===== src/rtl/uop_steer_pkg.sv =====
package uop_steer_pkg;

  // Micro-ops an instruction really needs: a zero count still costs one.
  function automatic int uop_need(input int cnt);
    return (cnt == 0) ? 1 : cnt;
  endfunction

  // Micro-ops the general decoder can emit this cycle.
  function automatic int burst_len(input int remaining, input int width);
    return (remaining > width) ? width : remaining;
  endfunction

  // A restricted decoder only takes single micro-op instructions.
  function automatic bit is_simple(input int cnt);
    return uop_need(cnt) == 1;
  endfunction

endpackage


===== src/rtl/uop_gen_seq.sv =====
module uop_gen_seq
  import uop_steer_pkg::*;
#(
  parameter int CNT_W = 4,
  parameter int GEN_W = 4,
  localparam int BW   = $clog2(GEN_W + 1)
) (
  input  logic             clk,
  input  logic             rst_n,
  input  logic             head_valid,
  input  logic [CNT_W-1:0] head_cnt,
  input  logic             accept,
  output logic [BW-1:0]    burst,
  output logic [CNT_W-1:0] done_q,
  output logic             last
);

  logic [CNT_W-1:0] need_w;
  logic [CNT_W-1:0] rem;

  always_comb begin
    need_w = CNT_W'(uop_need(int'(head_cnt)));
    rem    = need_w - done_q;
    last   = int'(rem) <= GEN_W;
    burst  = head_valid ? BW'(burst_len(int'(rem), GEN_W)) : '0;
  end

  always_ff @(posedge clk) begin
    if (!rst_n) begin
      done_q <= '0;
    end else if (head_valid && accept) begin
      if (last) done_q <= '0;
      else      done_q <= done_q + CNT_W'(GEN_W);
    end
  end

endmodule


===== src/rtl/uop_restr_chain.sv =====
module uop_restr_chain
  import uop_steer_pkg::*;
#(
  parameter int CNT_W   = 4,
  parameter int NUM_RES = 2
) (
  input  logic                     enable,
  input  logic [NUM_RES-1:0]       valid,
  input  logic [NUM_RES*CNT_W-1:0] cnt,
  output logic [NUM_RES-1:0]       take
);

  always_comb begin
    logic go;
    go = enable;
    for (int k = 0; k < NUM_RES; k++) begin
      go      = go && valid[k] && is_simple(int'(cnt[k*CNT_W +: CNT_W]));
      take[k] = go;
    end
  end

endmodule


===== src/rtl/uop_slot_pack.sv =====
module uop_slot_pack #(
  parameter int CNT_W   = 4,
  parameter int PAY_W   = 16,
  parameter int GEN_W   = 4,
  parameter int NUM_RES = 2,
  localparam int BW     = $clog2(GEN_W + 1),
  localparam int SLOTS  = GEN_W + NUM_RES
) (
  input  logic [BW-1:0]            burst,
  input  logic [CNT_W-1:0]         base_idx,
  input  logic [PAY_W-1:0]         head_pay,
  input  logic [NUM_RES-1:0]       take,
  input  logic [NUM_RES*PAY_W-1:0] res_pay,
  output logic [SLOTS-1:0]         slot_valid,
  output logic [SLOTS*PAY_W-1:0]   slot_pay,
  output logic [SLOTS*CNT_W-1:0]   slot_idx
);

  for (genvar j = 0; j < GEN_W; j++) begin : g_gen
    assign slot_valid[j]                 = BW'(j) < burst;
    assign slot_pay[j*PAY_W +: PAY_W]    = head_pay;
    assign slot_idx[j*CNT_W +: CNT_W]    = base_idx + CNT_W'(j);
  end

  for (genvar k = 0; k < NUM_RES; k++) begin : g_res
    localparam int S = GEN_W + k;
    assign slot_valid[S]                 = take[k];
    assign slot_pay[S*PAY_W +: PAY_W]    = res_pay[k*PAY_W +: PAY_W];
    assign slot_idx[S*CNT_W +: CNT_W]    = '0;
  end

endmodule


===== src/rtl/uop_steer.sv =====
module uop_steer #(
  parameter int CNT_W   = 4,
  parameter int PAY_W   = 16,
  parameter int GEN_W   = 4,
  parameter int NUM_RES = 2
) (
  input  logic                               clk,
  input  logic                               rst_n,
  input  logic [NUM_RES:0]                   in_valid,
  input  logic [(NUM_RES+1)*CNT_W-1:0]       in_cnt,
  input  logic [(NUM_RES+1)*PAY_W-1:0]       in_pay,
  input  logic                               out_ready,
  output logic                               out_valid,
  output logic [GEN_W+NUM_RES-1:0]           uop_valid,
  output logic [(GEN_W+NUM_RES)*PAY_W-1:0]   uop_pay,
  output logic [(GEN_W+NUM_RES)*CNT_W-1:0]   uop_idx,
  output logic [$clog2(NUM_RES+2)-1:0]       consumed
);

  localparam int BW     = $clog2(GEN_W + 1);
  localparam int CONS_W = $clog2(NUM_RES + 2);

  // Named internal events, observed by the bound checker.
  logic                   gen_last;
  logic [CNT_W-1:0]       gen_done;
  logic [BW-1:0]          gen_burst;
  logic [NUM_RES-1:0]     res_take;
  logic                   row_accept;

  assign out_valid  = in_valid[0];
  assign row_accept = out_valid && out_ready;

  uop_gen_seq #(.CNT_W(CNT_W), .GEN_W(GEN_W)) u_gen (
    .clk        (clk),
    .rst_n      (rst_n),
    .head_valid (in_valid[0]),
    .head_cnt   (in_cnt[CNT_W-1:0]),
    .accept     (out_ready),
    .burst      (gen_burst),
    .done_q     (gen_done),
    .last       (gen_last)
  );

  uop_restr_chain #(.CNT_W(CNT_W), .NUM_RES(NUM_RES)) u_res (
    .enable (in_valid[0] && gen_last),
    .valid  (in_valid[NUM_RES:1]),
    .cnt    (in_cnt[(NUM_RES+1)*CNT_W-1:CNT_W]),
    .take   (res_take)
  );

  uop_slot_pack #(.CNT_W(CNT_W), .PAY_W(PAY_W), .GEN_W(GEN_W), .NUM_RES(NUM_RES)) u_pack (
    .burst      (gen_burst),
    .base_idx   (gen_done),
    .head_pay   (in_pay[PAY_W-1:0]),
    .take       (res_take),
    .res_pay    (in_pay[(NUM_RES+1)*PAY_W-1:PAY_W]),
    .slot_valid (uop_valid),
    .slot_pay   (uop_pay),
    .slot_idx   (uop_idx)
  );

  always_comb begin
    if (row_accept && gen_last) consumed = CONS_W'(1 + $countones(res_take));
    else                        consumed = '0;
  end

endmodule


===== config.mk =====
export PLATFORM = sky130hd
export DESIGN_NAME = uop_steer
export DESIGN_NICKNAME = d
export VERILOG_FILES = /design/src/rtl/uop_steer_pkg.sv /design/src/rtl/uop_gen_seq.sv /design/src/rtl/uop_restr_chain.sv /design/src/rtl/uop_slot_pack.sv /design/src/rtl/uop_steer.sv
export SDC_FILE = /design/constraint.sdc
export NUM_CORES = 1
export LEC_CHECK = 0
export BUFFER_PORTS_ARGS = -buffer_cell sky130_fd_sc_hd__buf_2
export CAP_MARGIN = 30
export CORE_ASPECT_RATIO = 0.7
export CORE_UTILIZATION = 28
export DETAILED_ROUTE_END_ITERATION = 16
export HOLD_SLACK_MARGIN = 0.02
export PLACE_DENSITY = 0.86
export SKIP_CTS_REPAIR_TIMING = 1
export SYNTH_ARGS = -nofsm -noshare
export SYNTH_HDL_FRONTEND = slang
export SYNTH_HIERARCHICAL = 1
export SYNTH_SLANG_ARGS = --single-unit

===== constraint.sdc =====
create_clock -name clk -period 2.2 [get_ports clk]
set_input_delay 0.22 -clock clk [delete_from_list [all_inputs] [get_ports clk]]
set_output_delay 0.22 -clock clk [all_outputs]
set_load 0.02 [all_outputs]

==> impl_metrics.tcl <==
set metrics [dict create \
    ys_ff_latch 2 \
    synth_top_area_share_pct 64.38 \
    crit_arrival_ns 2.29 \
    report.final.slew_viol_count 0 \
    fill_cells 504 \
    yosysUniqueCellTypes 31 \
    dp_hpwl_um 1846 \
    start_util_pct 30.20 \
    dp_cells 160 \
    worst_ep_required_time_ns 1.98 \
    finalHoldViolCount 0 \
    final_nets 184 \
    p_seq_share_pct 9.8 \
    die_area_um2 5117 \
    antenna_found_initial 0 \
    final_cell_mix "buf_2 (30), conb_1 (12), inv_1 (7), ha_1 (7), xnor2_1 (5)" \
    vdd_drop_max_uv 103.2 \
    synthTopCellsByArea "buf_4 (64%), ha_1 (7.4%), xnor2_1 (3.2%), dfxtp_1 (3.0%), inv_1 (2.2%)" \
    die_w_um 85.07 \
    use_met2_pct 9.908 \
    post-route-util_pct 19.19 \
    cts_made_buffers 3 \
    reg.largest.list "u_gen/done_q (2)" \
    finClkSkew_ns 0.001251 \
    finalCritPeriodShare_pct 114.0 \
    drc 0 \
    grt_usage_pct 8.008 \
    hp-class "in -> reg" \
    ios 195 \
    postRouteAntennaNets 0 \
    grt_overflow 0 \
    largest-register "u_gen/done_q" \
    p_int_mw 0.2443 \
    core_um2 4479 \
    r2r_cells 7 \
    setup_viol 2 \
    grt_max_degree 12 \
    grt.busiest_layer "met2" \
    vias 667 \
    largest_reg_flops 2 \
    area_delta_synth_final_pct -36.45 \
    grt_util_met3_pct 7.873 \
    p_clk_share_pct 38.8 \
    grt_pass1_vias 603 \
    ys_warn_count 6 \
    p_leak_nw 0.4495 \
    end_kind "output pin" \
    cts_buffer_depth 2 \
    ys_seq_area_share_pct 2.960 \
    startpoint_type "flip-flop" \
    min_delay_path_depth 3 \
    clkTransAtPathRegs_ns 0.03 \
    gp_congestion 0.7295 \
    cts_root_buf "clkbuf_8" \
    max_cap_violations 0 \
    instances_no_fill 164 \
    grt_pass1_wl_um 3049 \
    power.density_nw_per_um2 482.9 \
    rsz0062_at_grt "true" \
    syn_inst 178 \
    clock_latency_ns 0.22 \
    yosysTopAreaCell "buf_4" \
    power.switching_mw 0.1708 \
    clock-sinks 2 \
    violations "setup timing" \
    max_freq_ghz 0.3988 \
    final_common_cell "buf_2" \
    port_buffers 32 \
    status "complete, but fails checks" \
    met1_usage_pct 7.886 \
    p_sw_share_pct 41.14 \
    drt_iter0_markers 14 \
    period_needed_ns 2.507 \
    pwr-share-comb_pct 51.4 \
    drt-vias-per-instance 4.067 \
    setup_slack_ns -0.3072 \
    wl_per_cell_um 13.46 \
    rows 20 \
    avgSynthCellArea_um2 7.599 \
    syn_area_um2 1353 \
    drt_pass1_iterations 4 \
    die_h_um 60.15 \
    crit_path_max_fanout 4 \
    drive_above_1_share_pct 46.79 \
    critical_path_class "reg -> out" \
    diodes 0 \
    wirelength_um 2207 \
    cts_tree "done" \
    cts.htree.levels 1 \
]
[cell usage after synthesis (all sizes together)]
| library cell | instances |
|---|---|
| nor2 | 2 |
| nand3b | 1 |
| a21o | 1 |
| clkbuf | 1 |
| xor2 | 2 |
| or3 | 3 |
| ha | 8 |
| dfxtp | 2 |
| buf | 116 |
| inv | 8 |
| nand2b | 2 |
| nor3 | 3 |
| or4b | 1 |
| and4b | 2 |
| nor3b | 1 |
| o21ai | 1 |
| xnor2 | 6 |
| conb | 3 |
| and2 | 1 |
| nand3 | 2 |
| nand4 | 1 |
| o221a | 1 |
| or2 | 1 |
| a21oi | 1 |
| a21boi | 1 |
| o211a | 1 |
| nand2 | 4 |
| a31oi | 2 |
[kinds of logic (layout without fill, tap and decap cells)]
kind of cell / Yosys count / after routing / synth area share [%]
buf+inv: 125 / 47 / 66.88
simple gates: 24 / 24 / 11.01
fa+ha+maj: 8 / 8 / 7.401
compound gates: 8 / 8 / 5.181
xor+xnor: 8 / 8 / 5.736
other cells: 3 / 12 / 0.8325
flops: 2 / 2 / 2.960
[power groups by stage]
stage               Clock [mW]  Combinational (mW)  Sequential (mW)
floorplan                    0               0.420           0.0442
global placement             0               0.200           0.0409
detailed placement           0               0.204           0.0412
CTS                      0.164               0.204           0.0408
global route             0.168               0.230           0.0409
finish                   0.161               0.213           0.0407
[final timing paths]
path | startpoint | to | slack (ns)
worst max-delay path | u_gen/done_q[2]$_SDFFE_PN0P_ | consumed[0] | -0.31
worst max register to register | u_gen/done_q[2]$_SDFFE_PN0P_ | u_gen/done_q[3]$_SDFFE_PN0P_ | 0.85
worst min-delay path | rst_n | u_gen/done_q[3]$_SDFFE_PN0P_ | 0.26
worst min register to register | u_gen/done_q[2]$_SDFFE_PN0P_ | u_gen/done_q[2]$_SDFFE_PN0P_ | 0.53
[metal layers]
metal / vias to the layer above / share of wire (%)
met5: - / 0
met4: 0 / 4.2
met3: 15 / 18
met2: 68 / 41
met1: 292 / 36
li1: 292 / -
[metrics by stage]
stage	worst slack (ns)	TNS (ns)	hold slack [ns]	total power, mW	area, um^2
2_1_floorplan	-0.05035	-0.05035	0.3179	0.4644	1418
3_3_place_gp	-0.2629	-0.4017	0.4401	0.2409	794.5
3_5_place_dp	-0.3545	-0.5846	0.4401	0.2452	794.5
4_1_cts	-0.3613	-0.5975	0.2635	0.4096	839.6
5_1_grt	-0.4211	-0.7279	0.2715	0.4390	859.6
6_report	-0.3072	-0.5015	0.2636	0.4151	859.6
[area by class of cell]
cell class              count  area (um^2)  area share [%]
well taps                  55        68.82           8.006
repair buffers             35        191.4           22.27
inverters                   8        30.03           3.493
flip-flops and latches      2        43.79           5.095
multi-input cells          60        480.5           55.90
clock buffers               4        45.04           5.240
[worst max-delay path, cell delays in order, from the launching register on]
cell,delay [ns]
dfxtp_4,0.34
inv_2,0.04
ha_4,0.28
nor2_4,0.04
xnor2_1,0.12
a31oi_2,0.17
and2_4,0.17
nand2_4,0.05
nor3_4,0.11
inv_1,0.07
ha_1,0.27
and4b_2,0.28
buf_6,0.11
Power figures use the tool's default switching activity.
